<file path="src/rtl/prio_store.sv">
module prio_store #(
  parameter int NUM_IRQ      = 64,
  parameter int FIRST_SHARED = 32,
  parameter int IDX_W        = 10
) (
  input  logic               clk,
  input  logic               rst_n,
  input  logic               sec_en,
  input  logic [NUM_IRQ-1:0] grp_ns,
  input  logic               req_valid,
  input  logic               req_write,
  input  logic               req_word,
  input  logic               req_secure,
  input  logic [IDX_W-1:0]   req_idx,
  input  logic [31:0]        req_wdata,
  output logic               rd_valid,
  output logic [31:0]        rd_data,
  output logic               upd_valid,
  output logic [IDX_W-1:0]   upd_base,
  output logic [2:0]         upd_cnt
);
  localparam logic [IDX_W:0] LO = (IDX_W+1)'(FIRST_SHARED);
  localparam logic [IDX_W:0] HI = (IDX_W+1)'(NUM_IRQ);

  logic [IDX_W-1:0] base;
  logic [IDX_W:0]   base_x, last_x;
  logic             ns_view, wr_ok, rd_req;
  logic [31:0]      rd_next;
  logic [8*NUM_IRQ-1:8*FIRST_SHARED] flat;

  assign base    = req_word ? {req_idx[IDX_W-1:2], 2'b00} : req_idx;
  assign base_x  = {1'b0, base};
  assign last_x  = base_x + {{(IDX_W-1){1'b0}}, req_word, req_word};
  assign ns_view = sec_en && !req_secure;
  assign rd_req  = req_valid && !req_write;
  assign wr_ok   = req_valid && req_write && (base_x >= LO) && (last_x < HI);

  for (genvar i = FIRST_SHARED; i < NUM_IRQ; i++) begin : g_ent
    localparam logic [IDX_W-1:0] ME = IDX_W'(i);
    logic       hit;
    logic [7:0] b;
    logic [7:0] val;

    assign hit = req_word ? (base[IDX_W-1:2] == ME[IDX_W-1:2]) : (base == ME);
    assign b   = req_word ? req_wdata[8*(i%4) +: 8] : req_wdata[7:0];

    always_ff @(posedge clk) begin
      if (!rst_n)
        val <= 8'h00;
      else if (wr_ok && hit && !(ns_view && !grp_ns[i]))
        val <= ns_view ? {1'b1, b[7:1]} : b;
    end

    assign flat[8*i +: 8] = val;
  end

  always_comb begin
    rd_next = '0;
    for (int k = 0; k < 4; k++) begin
      for (int i = FIRST_SHARED; i < NUM_IRQ; i++) begin
        if ((k == 0 || req_word) &&
            (base_x + (IDX_W+1)'(k) == (IDX_W+1)'(i)) &&
            !(ns_view && !grp_ns[i]))
          rd_next[8*k +: 8] = ns_view ? {flat[8*i +: 7], 1'b0} : flat[8*i +: 8];
      end
    end
  end

  always_ff @(posedge clk) begin
    if (!rst_n) begin
      rd_valid  <= 1'b0;
      rd_data   <= '0;
      upd_valid <= 1'b0;
      upd_base  <= '0;
      upd_cnt   <= '0;
    end else begin
      rd_valid  <= rd_req;
      upd_valid <= wr_ok;
      if (rd_req)
        rd_data <= rd_next;
      if (wr_ok) begin
        upd_base <= base;
        upd_cnt  <= req_word ? 3'd4 : 3'd1;
      end
    end
  end
endmodule

</file>
<file path="config.mk">
export PLATFORM = sky130hd
export DESIGN_NAME = prio_store
export DESIGN_NICKNAME = d
export VERILOG_FILES = /design/src/rtl/prio_store.sv
export SDC_FILE = /design/constraint.sdc
export NUM_CORES = 1
export LEC_CHECK = 0
export ABC_CLOCK_PERIOD_IN_PS = 6170
export BUFFER_PORTS_ARGS = -buffer_cell sky130_fd_sc_hd__buf_2
export CORE_UTILIZATION = 38
export CTS_CLUSTER_DIAMETER = 100
export CTS_CLUSTER_SIZE = 10
export DETAILED_ROUTE_END_ITERATION = 10
export GPL_ROUTABILITY_DRIVEN = 0
export PLACE_DENSITY = 0.63
export SYNTH_ARGS = -nofsm -noshare
export SYNTH_HDL_FRONTEND = slang
export SYNTH_SLANG_ARGS = --single-unit
export TNS_END_PERCENT = 20
</file>
<file path="constraint.sdc">
create_clock -name clk -period 6.17 [get_ports clk]
set_input_delay 0.3085 -clock clk [delete_from_list [all_inputs] [get_ports clk]]
set_output_delay 0.3085 -clock clk [all_outputs]
set_load 0.01 [all_outputs]
</file>
-- Yosys cells after proc, flatten, opt, wreduce, memory -nomap -nowiden
Cells that the tools add are included.
- add/sub/neg operators: 4
- shift operators: 0
- multiplexer cells: 201
- div/mod/pow operators: 0
- bitwise gates (word level): 0
- equality and inequality tests: 136
- order comparisons: 2
- reductions and logical operators: 391
- multipliers: 0
- operators with widths (operator ; count):
    $mux 8 ; 167
    $eq 11x6->1 const B ; 96
    $logic_and 1x1->1 ; 325
    $eq 10x6->1 const B ; 32
    $logic_not 1->1 ; 66
    $eq 8x4->1 const B ; 8
    $mux 1 ; 32
    $add 10x2->11 const B ; 2
    $add 10x1->11 const B ; 1
    $add 10x2->11 ; 1
    $lt 11x7->1 const B ; 1
    $ge 10x6->1 const B ; 1
    $mux 3 ; 1
    $mux 2 ; 1
- register bits after elaboration: 303
- input port bits: 113
- bits in writable memories: 0
- memories: 0
- output and inout port bits: 47
- bits in latches: 0
- ROM bits: 0

-- Depth between registers and ports, before layout
- depth after elaboration: 37
- gate-level depth with buffers: 14
- depth with buffers taken out: 10

-- Worst setup path after synthesis
Ideal clock, no wire load.
- path kind: input to register
- from: input req_word
- to: register rd_data[16]
- setup slack: 3370 ps
- stages: 10
- arrival time: 2671 ps
- cell sequence: clkbuf_1 clkbuf_1 nand2b_1 ha_1 or4b_2 clkbuf_1 nor2_1 a21oi_1 a2111oi_0 o21ai_0
- longest elaborated chain between the ends: 37
- ends and longest elaborated chain (what ; line ; source):
    start: declaration ; 12 ; input logic req_word,
    $mux 2 ; 31 ; assign base = req_word ? {req_idx[IDX_W-1:2], 2'b00} : req_idx;
    $add 10x2->11 ; 62 ; (base_x + (IDX_W+1)'(k) == (IDX_W+1)'(i)) &&
    $eq 11x6->1 ; 62 ;
    $logic_and 1x1->1 ; 61 ; if ((k == 0 || req_word) &&
    $logic_and 1x1->1 ; 62 ;
    $mux 8 (31 in series) ; 61 ;
    $mux 8 (*) ; 61 ;
    end signal: assignment ; 80 ; rd_data <= rd_next;
    end: declaration ; 17 ; output logic [31:0] rd_data,
Every way passes the cells marked *; elsewhere a longest branch is shown, timed or not.
A chain may end at the register's enable or synchronous reset.

-- Worst setup path after layout
- from: input req_idx[1]
- to: register rd_data[12]
- longest elaborated chain between the ends: 37
- ends and longest elaborated chain (what ; line ; source):
    start: declaration ; 14 ; input logic [IDX_W-1:0] req_idx,
    $mux 2 (*) ; 31 ;
    $add 10x1->11 (*) ; 62 ;
    $eq 11x6->1 ; 62 ;
    $logic_and 1x1->1 ; 61 ;
    $logic_and 1x1->1 ; 62 ;
    $mux 8 (31 in series) ; 61 ;
    $mux 8 (*) ; 61 ;
Marked as above.

==> results.yml <==
worst_setup_path:
  cp.depth: 10
  cp_slowest_stage_delay_ns: 1.02
  cp.arrival_ns: 4.41
  r2r-start: "g_ent[43].val[6]"
  path_common_cell: "nor2_1"
  crit_slowest_cell: "o41ai_1"
  critical_path_required_ns: 6.55
  cp-end-kind: "flop"
  reg2reg_slack_ns: 3.55
  path_class: "in -> reg"
  reg2reg_depth: 7
  r2r_end: "rd_data[7]"
  startpoint_type: "input port"
  crit_family: "compound AO/OA/AOI/OAI gates"
  path_buf_inv: 1
  crit_chain: "buf_2 > nand2b_1 > ha_1 > a22oi_1 > nor2_1 > xnor2_1 > or4_1 > nor2_1 > o41ai_1 > a21oi_1"
  worstPathMaxFanout: 13
clock_tree:
  cts_htree_levels: 2
  insertion_delay_ns: 0.56
  cts.path.max_buffers: 3
  cts_buffers: 36
  path_clk_slew_ns: 0.05
  post_cts_buffers: 0
  cts_resized: 0
  root_buffer: "clkbuf_16"
  cts_tree: "built"
  clock_sinks: 302
  hold_buffers: 0
logic_synthesis:
  synth_cell_type_count: 87
  ys_async_sr_fraction_pct: 0
  synth-warning-count: 0
  synthTopCellsByArea: "dfxtp_1, mux2i_1, nand2_1"
  syn_nets: 2462
  yosysTopAreaCell: "dfxtp_1"
  syn_area_um2: 18600
  syn_area_per_cell_um2: 7.93
  synth_top_cell_area_share_pct: 32.5
  synth_flop_cell: "dfxtp_1"
  ys_seq_area_share_pct: 32.5
  synth_seq_cells: 302
  synth_edf_count: 0
  synthCells: 2348
worst_hold_path:
  min_path_type: "in -> reg"
  whs_path_depth: 3
  hp-start: "req_idx[4]"
  min_to: "upd_base[4]"
layout:
  final_common_cell: "nand2_1"
  seq_area_um2: 6050
  nFillCells: 4819
  multi_input_area_um2: 11700
  n_antenna_cell: 0
  mostFrequentLayoutCells: "nand2_1, dfxtp_1, mux2i_1"
  final_util_pct: 42.8
  syn_to_final_growth_pct: 10.6
  nets: 2485
  drive_above_1_share_pct: 10.8
sta:
  tns_ns: 0
  period_needed_ns: 4.03
  slew_headroom_pct: 4.99
  finalSetupViolCount: 0
  report.final.slew_viol_count: 0
  finalHoldViolations: 0
  period_share_pct: 65.4
  fin_skew_ns: 0.0261
  max_freq_ghz: 0.248
  tightest_slew_ns: 1.42
  rsz0062_at_grt: "false"
floorplanning:
  initial_core_util_pct: 38.7
  rows: 80
  dieWidth_um: 223
  core_area_um2: 48000
  ios: 160
  dieArea_um2: 49900
  dieHeight_um: 223
power_and_ir_drop:
  power_w: 0.00431
  peakVddDrop_mv: 0.146
  swShare_pct: 26.9
  p_seq_share_pct: 45.6
  internal-power_w: 0.00315
  combPwrFrac_pct: 10.8
  cellLeakagePower_nw: 8.28
  switchingPower_w: 0.00116
  power-per-cell-area_nw_per_um2: 209
  clkPwrFrac_pct: 43.5
run:
  drv_cap: 0
placed_design:
  hpwl_mm: 62.0
  port_buffers: 126
global_route:
  antenna_found_initial: 1
  grt_use_total_pct: 32.1
  grt_start_max_net_pins: 114
  overflow: 0
  grt_pass1_vias: 17900
  grt_pass1_wl_mm: 119
status:
  run_status: "finished with violations"
  violations: "DRC"
drt:
  vias: 19900
  first_pass_iters: 11
  drc: 1
  wl_per_cell_um: 27.8
  drt_wl_total_mm: 83.2
  drt-vias-per-instance: 6.68
  ant_nets: 0
  first_iter_violations: 3865
## layout make-up
class	instances	share of cell area [%]
inverters	22	0.401
clock inverters	1	0.0425
clock buffers	37	4.50
multi-input cells	1839	57.1
flip-flops and latches	302	29.4
well taps	615	3.74
repair buffers	170	4.90
## per-stage QoR
step	instance area, µm²	hold slack, ns	instances	setup WS (ns)
finish	20600	0.145	2986	2.14
global route	20600	0.187	2986	2.27
CTS	20600	0.122	2985	2.76
detailed placement	19600	0.453	2947	2.19
global placement	19600	0.442	2947	2.20
floorplan	18600	0.450	2348	3.37
## layer usage
metal | up-vias | part of all wire [%] | routed length (µm) | GRT usage, %
met5 | - | 0.0096 | 8 | 0
met4 | 2 | 6.3 | 5210 | 14.8
met3 | 397 | 15 | 12600 | 11.6
met2 | 1623 | 40 | 33100 | 46.5
met1 | 9340 | 39 | 32300 | 42.2
li1 | 8573 | - | - | -
## synth_stat cells (11+ instances only)
library cell and n:
nand2_1 471, a31oi_1 42, inv_1 22, nor2b_1 85, o221ai_1 33, a21boi_0 104, clkbuf_1 131, buf_2 37
o22ai_1 73, mux2i_1 253, or3_1 41, o211a_1 81, and2_1 14, dfxtp_1 302, a21oi_1 72, a211oi_1 11
nor3_1 64, o211ai_1 13, nor4_1 26, o21ai_0 86, nor2_1 119, nand2b_1 11, nand3_1 34, or4_1 21
## sequential cells by signal, indices dropped and copies added (netlist names)
register   cells
g_ent.val    256
rd_data       32
upd_base      10
upd_cnt        2
rd_valid       1
upd_valid      1
## power groups by stage
stage | sequential, W | clock, W | combinational, W
finish | 0.00197 | 0.00188 | 0.000467
global route | 0.00197 | 0.00195 | 0.000476
CTS | 0.00197 | 0.00188 | 0.000446
detailed placement | 0.00201 | 0 | 0.000444
global placement | 0.00201 | 0 | 0.000442
floorplan | 0.00201 | 0 | 0.000239
## cells by family after synthesis
kind of cell | Yosys count | synth area share, %
other | 1 | 0.0201
adders and majority gates | 1 | 0.0672
DFF | 302 | 32.5
and+or+nand+nor | 959 | 24.6
xor gates and xnor gates | 1 | 0.0471
muxes | 257 | 13.8
buffers and inverters | 207 | 4.66
AOI/OAI and AO/OA | 620 | 24.3
## worst min-delay path: cells and delay by family
family | cells | cell delay (ns)
AOI/OAI and AO/OA | 1 | 0.07
and+or+nand+nor | 1 | 0.07
buffers and inverters | 1 | 0.18
## worst max-delay path by stage
stage / start / end
after floorplan: req_word / rd_data[16]
after global placement: req_secure / rd_data[16]
after detailed placement: req_secure / rd_data[16]
after CTS: req_secure / rd_data[16]
after global routing: req_idx[1] / rd_data[12]
final: req_idx[1] / rd_data[12]
Power figures use the tool's default switching activity.
